--- src/rtl/wstep_pkg.sv ---
package wstep_pkg;
    typedef enum logic [0:0] {
        ST_IDLE = 1'b0,
        ST_STEP = 1'b1
    } wstep_state_e;
endpackage

--- src/rtl/wstep_fsm.sv ---
module wstep_fsm
    import wstep_pkg::*;
#(
    parameter int CH_W = 2
) (
    input  logic            clk,
    input  logic            rst_n,
    input  logic            scl_rise_i,
    input  logic            sda_lvl_i,
    input  logic            start_det_i,
    input  logic            stop_det_i,
    input  logic            cmd_go_i,
    input  logic [CH_W-1:0] cmd_chan_i,
    output logic            step_up_o,
    output logic            step_dn_o,
    output logic [CH_W-1:0] step_chan_o,
    output logic            mode_active_o
);
    wstep_state_e state_q, state_d;
    logic         leave;
    logic         do_step;

    assign leave   = start_det_i | stop_det_i;
    assign do_step = (state_q == ST_STEP) & scl_rise_i & ~leave & ~cmd_go_i;

    always_comb begin
        state_d = state_q;
        unique case (state_q)
            ST_IDLE: if (!leave && cmd_go_i) state_d = ST_STEP;
            ST_STEP: if (leave)              state_d = ST_IDLE;
            default: state_d = ST_IDLE;
        endcase
    end

    always_ff @(posedge clk or negedge rst_n) begin
        if (!rst_n) state_q <= ST_IDLE;
        else        state_q <= state_d;
    end

    always_ff @(posedge clk or negedge rst_n) begin
        if (!rst_n) begin
            step_up_o   <= 1'b0;
            step_dn_o   <= 1'b0;
            step_chan_o <= '0;
        end else begin
            step_up_o <= do_step &  sda_lvl_i;
            step_dn_o <= do_step & ~sda_lvl_i;
            if (cmd_go_i && !leave) step_chan_o <= cmd_chan_i;
        end
    end

    assign mode_active_o = (state_q == ST_STEP);
endmodule

--- src/rtl/wstep_cell.sv ---
module wstep_cell #(
    parameter int          WIDTH     = 8,
    parameter logic [WIDTH-1:0] RESET_POS = 8'h80
) (
    input  logic             clk,
    input  logic             rst_n,
    input  logic             inc_i,
    input  logic             dec_i,
    output logic [WIDTH-1:0] pos_o
);
    localparam logic [WIDTH-1:0] TOP = {WIDTH{1'b1}};

    always_ff @(posedge clk or negedge rst_n) begin
        if (!rst_n)                        pos_o <= RESET_POS;
        else if (inc_i && pos_o != TOP)    pos_o <= pos_o + 1'b1;
        else if (dec_i && pos_o != '0)     pos_o <= pos_o - 1'b1;
    end
endmodule

--- src/rtl/wstep_bank.sv ---
module wstep_bank #(
    parameter int               NCHAN     = 4,
    parameter int               WIDTH     = 8,
    parameter int               CH_W      = 2,
    parameter logic [WIDTH-1:0] RESET_POS = 8'h80
) (
    input  logic                   clk,
    input  logic                   rst_n,
    input  logic                   up_i,
    input  logic                   dn_i,
    input  logic [CH_W-1:0]        chan_i,
    output logic [NCHAN*WIDTH-1:0] wiper_o
);
    for (genvar i = 0; i < NCHAN; i++) begin : g_ch
        logic hit;
        assign hit = (chan_i == CH_W'(i));
        wstep_cell #(.WIDTH(WIDTH), .RESET_POS(RESET_POS)) cell_i (
            .clk   (clk),
            .rst_n (rst_n),
            .inc_i (up_i & hit),
            .dec_i (dn_i & hit),
            .pos_o (wiper_o[i*WIDTH +: WIDTH])
        );
    end
endmodule

--- src/rtl/wiper_stepper.sv ---
module wiper_stepper #(
    parameter int               NCHAN     = 4,
    parameter int               WIDTH     = 8,
    parameter logic [WIDTH-1:0] RESET_POS = 8'h80,
    localparam int              CH_W      = (NCHAN > 1) ? $clog2(NCHAN) : 1
) (
    input  logic                   clk,
    input  logic                   rst_n,
    input  logic                   scl_rise_i,
    input  logic                   sda_lvl_i,
    input  logic                   start_det_i,
    input  logic                   stop_det_i,
    input  logic                   cmd_go_i,
    input  logic [CH_W-1:0]        cmd_chan_i,
    output logic                   step_up_o,
    output logic                   step_dn_o,
    output logic [CH_W-1:0]        step_chan_o,
    output logic                   mode_active_o,
    output logic [NCHAN*WIDTH-1:0] wiper_o
);
    wstep_fsm #(.CH_W(CH_W)) fsm_i (
        .clk           (clk),
        .rst_n         (rst_n),
        .scl_rise_i    (scl_rise_i),
        .sda_lvl_i     (sda_lvl_i),
        .start_det_i   (start_det_i),
        .stop_det_i    (stop_det_i),
        .cmd_go_i      (cmd_go_i),
        .cmd_chan_i    (cmd_chan_i),
        .step_up_o     (step_up_o),
        .step_dn_o     (step_dn_o),
        .step_chan_o   (step_chan_o),
        .mode_active_o (mode_active_o)
    );

    wstep_bank #(.NCHAN(NCHAN), .WIDTH(WIDTH), .CH_W(CH_W), .RESET_POS(RESET_POS)) bank_i (
        .clk     (clk),
        .rst_n   (rst_n),
        .up_i    (step_up_o),
        .dn_i    (step_dn_o),
        .chan_i  (step_chan_o),
        .wiper_o (wiper_o)
    );
endmodule

--- config.mk ---
export PLATFORM = sky130hd
export DESIGN_NAME = wiper_stepper
export DESIGN_NICKNAME = d
export VERILOG_FILES = /design/src/rtl/wstep_pkg.sv /design/src/rtl/wstep_fsm.sv /design/src/rtl/wstep_cell.sv /design/src/rtl/wstep_bank.sv /design/src/rtl/wiper_stepper.sv
export SDC_FILE = /design/constraint.sdc
export NUM_CORES = 1
export LEC_CHECK = 0
export CAP_MARGIN = 25
export CORE_MARGIN = 4
export CORE_UTILIZATION = 53
export CTS_CLUSTER_SIZE = 14
export DETAILED_ROUTE_END_ITERATION = 8
export PLACE_DENSITY = 0.8
export SLEW_MARGIN = 10
export SYNTH_ARGS = -nofsm -noshare
export SYNTH_HDL_FRONTEND = slang
export SYNTH_SLANG_ARGS = --single-unit
--- constraint.sdc ---
create_clock -name clk -period 2.65 [get_ports clk]
set_input_delay 0.53 -clock clk [delete_from_list [all_inputs] [get_ports clk]]
set_output_delay 0.53 -clock clk [all_outputs]
set_load 0.03 [all_outputs]
# Word-level counts from Yosys, hierarchy flattened
# Cells that the tools add are included.
classes:
  n_addsub: 8
  mul: 0
  div: 0
  magnitude_cmp: 0
  eq_ne: 7
  shifts: 0
  mux: 11
  bitwise: 18
  reduce_logical: 19
op_table:
  columns: ["operator", "n"]
  rows:
  - ["2-to-1 mux 8 bit", 8]
  - ["adder 8 x 1 -> 8 bit, second input constant", 4]
  - ["!= test 8 bit, second input constant", 4]
  - ["nonzero test 8 bit", 4]
  - ["subtractor 8 x 1 -> 8 bit, second input constant", 4]
  - ["AND 1 bit", 13]
  - ["logical AND 1 bit", 9]
  - ["nonzero test 2 bit", 4]
  - ["equality test 2 bit, second input constant", 2]
  - ["NOT 1 bit", 4]
  - ["equality test 2 x 1 -> 1 bit, second input constant", 1]
  - ["logical NOT 2 bit", 1]
  - ["2-to-1 mux 1 bit", 2]
  - ["one-hot mux 1 bit (2 select lines)", 1]
  - ["logical NOT 1 bit", 1]
  - ["bitwise OR 1 bit", 1]
totals:
  regBits: 37
  latch_bits: 0
  ram_bits: 0
  rom_bits: 0
  input_bits: 9
  out_inout_bits: 37
  elab_cells: 71
  mem_count: 0

# Depth between registers and ports, before layout
# Gate-level depths: netlist (run 1).
logic_depth:
  ltp_word: 5
  ltp_mapped: 9
  mapped_depth_nobuf: 9

# Hierarchy
# Synthesis (run 1) repeated with hierarchy kept, for this count alone.
hier_totals:
  cells_unflattened: 243
  area_unflattened_um2: 2820.2
by_module_without_submodules:
  columns: ["mod", "n_inst", "cells_each", "area_per_inst_um2", "seq_area_each_um2"]
  rows:
  - ["wstep_cell (bank_i.g_ch[1].cell_i ...)", 3, 55, 639.4, 201.4]
  - ["wstep_cell (bank_i.g_ch[0].cell_i)", 1, 55, 645.6, 201.4]
  - ["wstep_fsm", 1, 15, 193.9, 125.1]
  - ["wstep_bank", 1, 8, 62.6, 0.0]

# Worst setup path before layout (run 1)
# OpenSTA, ideal clock, no wires.
synth_timing:
  path_type: "flip-flop to flip-flop"
  from: "reg bank_i.g_ch[3].cell_i.pos_o[7]"
  to: "reg bank_i.g_ch[3].cell_i.pos_o[7]"
  setup_time_ns: 0.075
  t_arrival_ns: 2.408
  t_required_ns: 2.575
  path_slack_ns: 0.168
  path_stages_with_launch: 10
  path_buffers: 0
  period_less_slack_ns: 2.482
  path_cell_list: "dfstp_2 -> nand4_1 -> o2111a_1 -> inv_1 -> ha_1 -> a211oi_1 -> nor3_1 -> a211oi_1 -> mux2i_1 -> xor2_1"
synth_via:
  elab_chain_len: 3
  word_cells_on_any_way: 9
  classes_between: "add/sub (2); eq/ne (1); mux (2); reduce/logical (4)"
synth_rtl:
  columns: ["item", "line_no", "text"]
  rows:
  - ["start, declared", "wstep_cell.sv:9", "output logic [WIDTH-1:0] pos_o"]
  - ["start signal, assigned", "wstep_cell.sv:15", "else if (inc_i && pos_o != TOP) pos_o <= pos_o + 1'b1;"]
  - ["start signal, assigned", "wstep_cell.sv:16", "else if (dec_i && pos_o != '0) pos_o <= pos_o - 1'b1;"]
  - ["subtractor 8 x 1 -> 8 bit (tied with other cells)", "wstep_cell.sv:16", null]
  - ["2-to-1 mux 8 bit (tied with other cells)", "wstep_cell.sv:16", null]
  - ["2-to-1 mux 8 bit or nonzero test 2 bit (tied branches)", null, null]
# Parallel ways exist; a longest one is shown, timed or not. The select of a mux whose other input is x is not followed.
# A chain may end at the register's enable or synchronous reset.

# Worst setup path in the final report (run 1)
layout_timing:
  from: "reg bank_i.g_ch[1].cell_i.pos_o[7]"
  to: "reg bank_i.g_ch[1].cell_i.pos_o[6]"
layout_via:
  elab_chain_len: 3
  word_cells_on_any_way: 6
  classes_between: "eq/ne (1); mux (1); reduce/logical (4)"
layout_rtl:
  columns: ["item", "line_no"]
  rows:
  - ["start, declared", "wstep_cell.sv:9"]
  - ["start signal, assigned", "wstep_cell.sv:15"]
  - ["start signal, assigned", "wstep_cell.sv:16"]
  - ["!= test 8 bit or nonzero test 8 bit (tied branches)", "wstep_cell.sv:15, wstep_cell.sv:16"]
  - ["logical AND 1 bit, on equally long branches", "wstep_cell.sv:15, wstep_cell.sv:16"]
  - ["2-to-1 mux 8 bit or nonzero test 2 bit (tied branches)", null]
# Parallel ways exist; a longest one is shown, timed or not.

==> results of run 1 <==
## through the flow
step / util / cell area, um^2 / total power, uW
after floorplan: - / 2600 / 1300
after global placement: 0.685 / 3240 / 1550
after detailed placement: 0.685 / 3240 / 1570
after CTS: 0.703 / 3320 / 1970
after global routing: 0.711 / 3360 / 2080
final: 0.711 / 3360 / 1980
## layout make-up
type                       instances  area share
inverter                           5     0.00559
timing repair buffer              62       0.171
clock inverter                     2     0.00298
sequential                        37       0.277
multi-input combinational        201       0.497
clock buffer                       6      0.0216
tap                               67      0.0250
## per-layer routing
layer,global-route usage,up-vias
li1,-,1065
met1,0.272,1075
met2,0.360,59
met3,0.0378,9
met4,0.0647,0
met5,0,-
## repair_timing
action                                  CTS  global route
gates resized for setup                   0             5
endpoints found under the setup margin    0             6
buffers inserted                          0             2
## cells in the mapped netlist
cell type	number	area, um^2
nor2_4	2	22.5
o21a_1	1	7.51
nor4_1	8	50.1
o2111ai_2	2	30.0
o21bai_1	8	60.1
nand3b_1	1	7.51
a21oi_1	19	95.1
inv_1	4	15.0
nor3b_1	1	7.51
o21ai_0	14	70.1
xnor2_1	15	131
nor2_1	5	18.8
buf_2	1	5.00
a211oi_1	9	67.6
o211ai_2	1	12.5
dfstp_2	4	105
a21o_1	7	52.6
xor2_1	13	114
nor3_1	4	20.0
a31oi_1	1	6.26
and3b_1	1	8.76
nand2_2	1	6.26
mux2i_1	4	40.0
mux2_2	21	236
nand3_1	5	25.0
o22ai_1	2	12.5
a211oi_2	1	12.5
ha_1	24	300
o2111a_1	1	11.3
nand2_1	13	48.8
dfrtp_1	33	826
a21o_2	1	8.76
nand4_1	10	62.6
a211o_1	2	17.5
inv_2	1	3.75
fa_1	4	80.1
## worst max-delay path, cell delays in order, from the launching register on
cell       delay [ns]
dfstp_2          0.56
nand4_1          0.14
o2111ai_4        0.35
ha_1             0.36
a211oi_1         0.29
o21bai_1         0.12
a21oi_1          0.20
xnor2_1          0.10
mux2_2           0.26
## report_power, final
part           switching (uW)  internal [uW]  leakage [uW]  total [uW]
logic                     471            433       0.00100         905
registers                60.5            620      0.000491         681
clock network             207            182     0.0000450         390
## flip-flops by register name, summed over array words and instances, names as in the netlist
name / flops
bank_i.g_ch.cell_i.pos_o: 32
fsm_i.mode_active_o: 1
fsm_i.step_chan_o: 2
fsm_i.step_dn_o: 1
fsm_i.step_up_o: 1
## cells by family (layout without fill, tap and decap cells)
| kind of cell | count (synthesis) | count (layout) | share of synthesized area |
|---|---|---|---|
| compound gates | 69 | 69 | 0.179 |
| simple gates | 51 | 51 | 0.107 |
| flops | 37 | 37 | 0.358 |
| fa+ha+maj | 28 | 28 | 0.146 |
| xor+xnor | 28 | 28 | 0.0944 |
| mux | 25 | 25 | 0.106 |
| buf+inv | 6 | 75 | 0.00914 |
## how the worst max path moves through the flow
stage                              startpoint                        endpoint  cells past startpoint
2_1_floorplan  bank_i.g_ch[3].cell_i.pos_o[7]  bank_i.g_ch[3].cell_i.pos_o[7]                      9
3_3_place_gp   bank_i.g_ch[3].cell_i.pos_o[7]  bank_i.g_ch[3].cell_i.pos_o[7]                      9
3_5_place_dp   bank_i.g_ch[3].cell_i.pos_o[7]  bank_i.g_ch[3].cell_i.pos_o[7]                      9
4_1_cts        bank_i.g_ch[1].cell_i.pos_o[7]  bank_i.g_ch[1].cell_i.pos_o[6]                      8
5_1_grt        bank_i.g_ch[1].cell_i.pos_o[1]  bank_i.g_ch[1].cell_i.pos_o[7]                      8
6_report       bank_i.g_ch[1].cell_i.pos_o[7]  bank_i.g_ch[1].cell_i.pos_o[6]                      8
==> impl_metrics.csv, run 1 <==
group,metric,value,unit
run_status,outcome,"completed",
floorplan,die_y,78.0,um
clock_network,htreeDepth,2,
route,drt_iter0_drc,111,
worst_setup_path,r2r-end,"bank_i.g_ch[1].cell_i.pos_o[6]",
layout,final_common_cell,"clkdlybuf4s50_1",
global_routing,grt_usage,0.211,
worst_setup_path,critPathLaunchType,"register",
clock_network,clock_latency,0.29,ns
clock_network,clk_pin_slew_worst_paths,0.08,ns
min_path,hp-class,"in2async",
clock_network,root_buffer,"clkbuf_8",
placement,place.port_buffers,45,
global_routing,grt_pass1_wl,10300,um
synthesis,yosysSeqAreaShare,0.358,
route,wl_per_cell,16.4,um
clock_network,clk_path_buf_depth,2,
layout,final_nets,349,
worst_setup_path,cp.arrival,2.68,ns
synthesis,ys.warnings.count,0,
floorplan,placementRows,25,
clock_network,ctsHoldBuffers,0,
timing,relSlewSlack,0.430,
clock_network,cts_tree,"yes",
global_routing,overflow,0,
synthesis,netlist_area,2600,um^2
layout,n_antenna_cell,0,
placement,pre_cts_ws,0.0857,ns
layout,layout-drive-gt1-share,0.195,
clock_network,numCtsBuffers,5,
placement,hpwl,4570,um
route,wl_met1,2710,um
timing,fin_worst_skew,0.0113,ns
power,power.ir.vdd_worst,0.327,mV
floorplan,die_w,78.0,um
placement,placed_cells,370,
floorplan,pin_count,46,
floorplan,die-area,6090,um^2
route,highest_layer,"met4",
synthesis,ys_types,36,
route,drtAntennaViolNets,0,
route,wl_met3,272,um
synthesis,syn-instance-count,244,
route,via_count,2208,
route,drc,0,
placement,gp_congestion,0.896,
timing,max_freq,399,MHz
global_routing,first_global_vias,2159,
worst_setup_path,reg2reg_slack,0.15,ns
worst_setup_path,reg2reg_depth,8,
layout,layout_common_cells,"44 x clkdlybuf4s50_1, 33 x dfrtp_1, 24 x ha_1",
timing,fin_crit_sh,0.945,
job,max-cap-violations,0,
timing,worst_slew_pin_slew,0.855,ns
worst_setup_path,reg2reg_from,"bank_i.g_ch[1].cell_i.pos_o[7]",
layout,stdcell_count,380,
global_routing,grt_start_max_net_pins,38,
timing,layout_setup_ws,0.147,ns
synthesis,syn_area_per_cell,10.7,um^2
synthesis,ys_seq_elements,37,
timing,setup_viol,0,
route,wl_met2,3170,um
timing,finalCriticalPeriod,2.50,ns
worst_setup_path,path_max_fanout,9,
layout,nFillCells,354,
clock_network,cts_sinks,37,
worst_setup_path,path_class,"reg2reg",
global_routing,antenna_found_initial,0,
worst_setup_path,cp_data_required_time,2.83,ns
worst_setup_path,cp-end-kind,"register",
route,dr.pass1.iters,4,
layout,area_growth,29.2,%
synthesis,syn-num-nets,281,
timing,finalSetupTns,0,ns
timing,hold_viol,0,
layout,regArea,931,um^2
route,routed_wl,6240,um
layout,multi_input_area,1670,um^2
floorplan,coreArea,4720,um^2
timing,holdWs,0.343,ns
timing,drv_slew,0,
power,p_leak,0.00154,uW
floorplan,initial_utilization,0.550,
power,power_density,588,nW/um^2
route,via_per_inst,5.81,
(Power assumes the default switching activity.)
==> inputs of run 2 (changes only) <==
--- a/config.mk
+++ b/config.mk
@@ -12,5 +12,4 @@
 export DETAILED_ROUTE_END_ITERATION = 8
 export PLACE_DENSITY = 0.8
-export SLEW_MARGIN = 10
 export SYNTH_ARGS = -nofsm -noshare
 export SYNTH_HDL_FRONTEND = slang
==> constraint.sdc (replaced) <==
create_clock -name clk -period 2.65 [get_ports clk]
set_input_delay 0.53 -clock clk [delete_from_list [all_inputs] [get_ports clk]]
set_output_delay 0.53 -clock clk [all_outputs]
set_load 0.05 [all_outputs]
==> impl_metrics.csv, run 2 (synthesis results as in run 1) <==
group,metric,value,unit
worst_setup_path,endpoint,"bank_i.g_ch[0].cell_i.pos_o[7]",
worst_setup_path,path_max_fanout,8,
timing,setup_viol,0,
run_status,outcome,"completed",
layout,area_growth,30.4,%
layout,layout-drive-gt1-share,0.207,
power,comb_power_share,0.480,
route,routed_wl,5930,um
global_routing,first_global_vias,2065,
clock_network,clk_pin_slew_worst_paths,0.08,ns
layout,stdcell_count,381,
route,drc,0,
clock_network,clock_latency,0.30,ns
placement,pre_cts_ws,0.0561,ns
floorplan,placementRows,25,
clock_network,htreeDepth,2,
worst_setup_path,r2r-end,"bank_i.g_ch[0].cell_i.pos_o[7]",
layout,final_common_cell,"clkdlybuf4s50_1",
worst_setup_path,critPathLaunch,"bank_i.g_ch[0].cell_i.pos_o[7]",
route,drt_iter0_drc,69,
worst_setup_path,cp.arrival,2.78,ns
route,dr.pass1.iters,4,
placement,place.port_buffers,45,
power,power.ir.vdd_worst,0.362,mV
power,clockPowerShare,0.188,
power,p_leak,0.00154,uW
power,power_density,607,nW/um^2
clock_network,cts_tree,"yes",
worst_setup_path,reg2reg_slack,0.09,ns
clock_network,ctsHoldBuffers,0,
timing,worst_slew_pin_slew,0.843,ns
worst_setup_path,critPathLaunchType,"register",
timing,max_freq,391,MHz
timing,layout_setup_ws,0.0900,ns
layout,n_antenna_cell,0,
worst_setup_path,reg2reg_from,"bank_i.g_ch[0].cell_i.pos_o[7]",
placement,placed_cells,371,
timing,hold_viol,0,
clock_network,cts_sinks,37,
layout,largest_register_ffs,32,
min_path,hp-class,"in2async",
clock_network,clk_path_buf_depth,2,
layout,regArea,931,um^2
floorplan,die_w,78.0,um
floorplan,initial_utilization,0.550,
route,via_per_inst,5.60,
global_routing,grt_pass1_wl,9920,um
timing,fin_crit_sh,0.966,
layout,largest_register,"bank_i.g_ch.cell_i.pos_o",
floorplan,coreArea,4720,um^2
power,p_int,1240,uW
clock_network,root_buffer,"clkbuf_8",
floorplan,pin_count,46,
layout,nFillCells,355,
worst_setup_path,cp_data_required_time,2.87,ns
floorplan,die-area,6090,um^2
route,via_count,2134,
floorplan,die_y,78.0,um
clock_network,numCtsBuffers,5,
global_routing,grt_start_max_net_pins,38,
worst_setup_path,reg2reg_depth,9,
worst_setup_path,cp-end-kind,"register",
placement,gp_congestion,0.890,
global_routing,overflow,0,
job,max-cap-violations,0,
layout,reg_top3,"bank_i.g_ch.cell_i.pos_o: 32 flops, fsm_i.step_chan_o: 2 flops",
timing,finalCriticalPeriod,2.56,ns
timing,fin_worst_skew,0.00870,ns
timing,relSlewSlack,0.438,
power,swShare,0.398,
global_routing,grt_usage,0.205,
layout,multi_input_area,1690,um^2
placement,hpwl,4440,um
timing,drv_slew,0,
route,wl_per_cell,15.6,um
route,drtAntennaViolNets,0,
worst_setup_path,path_class,"reg2reg",
layout,final_nets,350,
power,seq_power_share,0.331,
global_routing,antenna_found_initial,0,
layout,layout_common_cells,"44 x clkdlybuf4s50_1, 33 x dfrtp_1, 24 x ha_1",
power,p_switching,819,uW
## run 2: cell types whose count changed in the layout (fill, tap and decap cells not counted), sizes merged
cell	change
buf	+1
clkinvlp	+1
clkbuf	-1
## run 2: final cells by class
type / count / share of cell area
Clock inverter: 3 / 0.00517
Clock buffer: 5 / 0.0203
Multi-Input combinational cell: 201 / 0.498
Sequential cell: 37 / 0.275
Timing Repair Buffer: 63 / 0.171
Tap cell: 67 / 0.0247
Inverter: 5 / 0.00554
## run 2: metrics by stage
step	setup TNS (ns)	hold slack (ns)	total power (uW)	utilization	area, um^2
2_1_floorplan	0	0.234	1380	-	2600
3_3_place_gp	0	0.514	1640	0.687	3240
3_5_place_dp	0	0.526	1660	0.687	3240
4_1_cts	0	0.350	2060	0.705	3330
5_1_grt	-0.0353	0.406	2190	0.717	3390
6_report	0	0.338	2060	0.717	3390
## run 2: repair_timing
action,CTS,global route
buffers inserted,0,2
gates resized for setup,0,8
setup endpoints to repair,0,7
## run 2: metal layers
metal  track usage  routed length (um)  up-vias  part of all wire
li1              -                   -     1070                 -
met1         0.272                2710     1007              0.46
met2         0.342                2900       45              0.49
met3        0.0413                 220       12             0.037
met4        0.0577                 105        0             0.018
met5             0                   0        -                 0
## run 2: worst max-delay path, cell delays in order, from the launching register on
cell and delay (ns):
dfstp_2 0.57, nand4_1 0.14, o211ai_4 0.33, buf_4 0.18
ha_1 0.27, nor3_1 0.22, nor2_1 0.07, o22ai_1 0.24
mux2i_1 0.29, xor2_1 0.18
## run 2: worst min-delay path by stage
| stage | to | slack [ns] | start | depth (start not counted) |
|---|---|---|---|---|
| 2_1_floorplan | bank_i.g_ch[0].cell_i.pos_o[0] | 0.23 | rst_n | 0 |
| 3_3_place_gp | fsm_i.mode_active_o | 0.51 | fsm_i.mode_active_o | 1 |
| 3_5_place_dp | fsm_i.mode_active_o | 0.53 | fsm_i.mode_active_o | 1 |
| 4_1_cts | bank_i.g_ch[0].cell_i.pos_o[3] | 0.35 | rst_n | 1 |
| 5_1_grt | fsm_i.mode_active_o | 0.41 | rst_n | 1 |
| 6_report | bank_i.g_ch[0].cell_i.pos_o[3] | 0.34 | rst_n | 1 |
## run 2: power groups by stage
stage | combinational [uW] | clock (uW) | sequential (uW)
2_1_floorplan | 494 | 0 | 890
3_3_place_gp | 949 | 0 | 688
3_5_place_dp | 968 | 0 | 690
4_1_cts | 976 | 403 | 679
5_1_grt | 1070 | 432 | 690
6_report | 988 | 387 | 681
==> inputs of run 3 (changes only) <==
CORE_MARGIN = 2   (was 4)
CTS_BUF_LIST = sky130_fd_sc_hd__clkbuf_16   (was unset)
==> impl_metrics.csv, run 3 (synthesis results as in run 1) <==
group,metric,value,unit
global_routing,met1_usage,0.304,
global_routing,antenna_found_initial,0,
global_routing,grt_pass1_wl,9980,um
power,p_leak,0.00156,uW
layout,layout-drive-gt1-share,0.180,
run_status,outcome,"completed",
floorplan,initial_utilization,0.550,
clock_network,htreeDepth,2,
route,dr.pass1.iters,4,
floorplan,placementRows,25,
clock_network,root_buffer,"clkbuf_16",
layout,area_growth,30.5,%
worst_setup_path,cp_data_required_time,2.85,ns
timing,setup_viol,0,
floorplan,coreArea,4720,um^2
global_routing,grtUsageMet3,0.0556,
global_routing,met2_usage,0.395,
layout,final_nets,347,
timing,layout_setup_ws,0.104,ns
timing,relSlewSlack,0.436,
timing,rsz0062_at_grt,"no",
timing,finalCriticalPeriod,2.55,ns
clock_network,cts_sinks,37,
route,routed_wl,6010,um
worst_setup_path,path_class,"reg2reg",
route,via_per_inst,5.83,
clock_network,cts_tree,"yes",
layout,final_common_cell,"clkdlybuf4s50_1",
route,wl_per_cell,15.9,um
timing,fin_worst_skew,0.00751,ns
clock_network,ctsHoldBuffers,0,
global_routing,grt_busiest_layer,"met2",
worst_setup_path,critPathLaunchType,"register",
power,power.ir.vdd_worst,0.314,mV
layout,n_antenna_cell,0,
layout,layout_common_cells,"44 x clkdlybuf4s50_1, 33 x dfrtp_1, 24 x ha_1",
clock_network,clock_latency,0.28,ns
worst_setup_path,cpMostUsedCell,"a211oi_1",
worst_setup_path,max_stage_delay,0.56,ns
timing,hold_viol,0,
global_routing,overflow,0,
timing,worst_slew_pin_slew,0.847,ns
timing,drv_slew,0,
worst_setup_path,cp.arrival,2.74,ns
layout,largest_register,"bank_i.g_ch.cell_i.pos_o",
floorplan,pin_count,46,
placement,hpwl,4470,um
floorplan,die_w,74.0,um
clock_network,clk_path_buf_depth,2,
worst_setup_path,path_max_fanout,9,
layout,largest_register_ffs,32,
worst_setup_path,cp_cell_sequence,"nand4_1 > o2111a_1 > inv_2 > ha_1 > a211oi_1 > nor3_1 > a211oi_1 > mux2i_1 > xor2_1",
layout,nFillCells,342,
worst_setup_path,cp-end-kind,"register",
placement,gp_congestion,0.871,
global_routing,grt_usage,0.237,
global_routing,grt_start_max_net_pins,38,
clock_network,post_cts_buffers,0,
timing,fin_crit_sh,0.961,
min_path,hp-class,"in2async",
clock_network,clk_pin_slew_worst_paths,0.05,ns
timing,max_freq,393,MHz
timing,holdWs,0.355,ns
layout,reg_top3,"bank_i.g_ch.cell_i.pos_o: 32 flops, fsm_i.step_chan_o: 2 flops",
placement,pre_cts_ws,0.0486,ns
floorplan,die_y,74.0,um
job,max-cap-violations,0,
route,drc,0,
timing,finalSetupTns,0,ns
global_routing,first_global_vias,2146,
route,drtAntennaViolNets,0,
layout,post-route-util,0.718,
route,drt_iter0_drc,104,
worst_setup_path,critPathSlowestCell,"dfstp_2",
power,power_density,654,nW/um^2
floorplan,die-area,5480,um^2
clock_network,numCtsBuffers,5,
route,via_count,2202,
placement,place.port_buffers,45,
==> run 3: report_power, final <==
group          switching, uW  internal, uW  total (uW)  leakage [uW]
Sequential              64.4           621         686      0.000491
Combinational            545           429         975      0.000990
Clock                    220           338         558     0.0000738
Total                    830          1390        2220       0.00156
==> run 3: layout make-up <==
class / count / area [um^2] / area share
clock buffer: 5 / 125 / 0.0369
clock inverter: 3 / 11.3 / 0.00332
inverter: 5 / 18.8 / 0.00553
multi-input combinational: 201 / 1660 / 0.491
sequential: 37 / 931 / 0.274
tap: 67 / 83.8 / 0.0247
timing repair buffer: 60 / 558 / 0.165
==> run 3: repair_timing <==
action | CTS | global route
setup endpoints to repair | 0 | 7
endpoints found under the hold margin | 0 | 0
resized for setup | 0 | 4
==> run 3: critical path, delay by kind of cell (launching register included) <==
family / cells / cell delay (ns)
flops: 1 / 0.56
compound gates: 3 / 0.81
xor+xnor: 1 / 0.18
buf+inv: 1 / 0.15
mux: 1 / 0.26
fa+ha+maj: 1 / 0.27
simple gates: 2 / 0.23
==> run 3: worst paths after layout <==
path / startpoint / to / depth (start not counted) / slack (ns)
min: rst_n / bank_i.g_ch[1].cell_i.pos_o[0] / 1 / 0.35
min reg2reg: bank_i.g_ch[0].cell_i.pos_o[7] / bank_i.g_ch[0].cell_i.pos_o[7] / 1 / 0.54
max reg2reg: bank_i.g_ch[3].cell_i.pos_o[7] / bank_i.g_ch[3].cell_i.pos_o[7] / 9 / 0.10
min in group clk: bank_i.g_ch[0].cell_i.pos_o[7] / bank_i.g_ch[0].cell_i.pos_o[7] / 1 / 0.54
max in group asynchronous: rst_n / bank_i.g_ch[2].cell_i.pos_o[5] / 1 / 1.75
max: bank_i.g_ch[3].cell_i.pos_o[7] / bank_i.g_ch[3].cell_i.pos_o[7] / 9 / 0.10
==> run 3: per-layer routing <==
metal | vias up | share of wire
met2 | 45 | 0.49
li1 | 1064 | -
met4 | 0 | 0.027
met5 | - | 0
met1 | 1078 | 0.44
met3 | 15 | 0.038
==> run 3: per-stage QoR <==
step	total power, uW	cell area (um^2)	std cells
floorplan	1380	2600	244
global placement	1630	3240	370
detailed placement	1660	3240	370
CTS	2220	3370	378
global route	2340	3390	378
finish	2220	3390	378
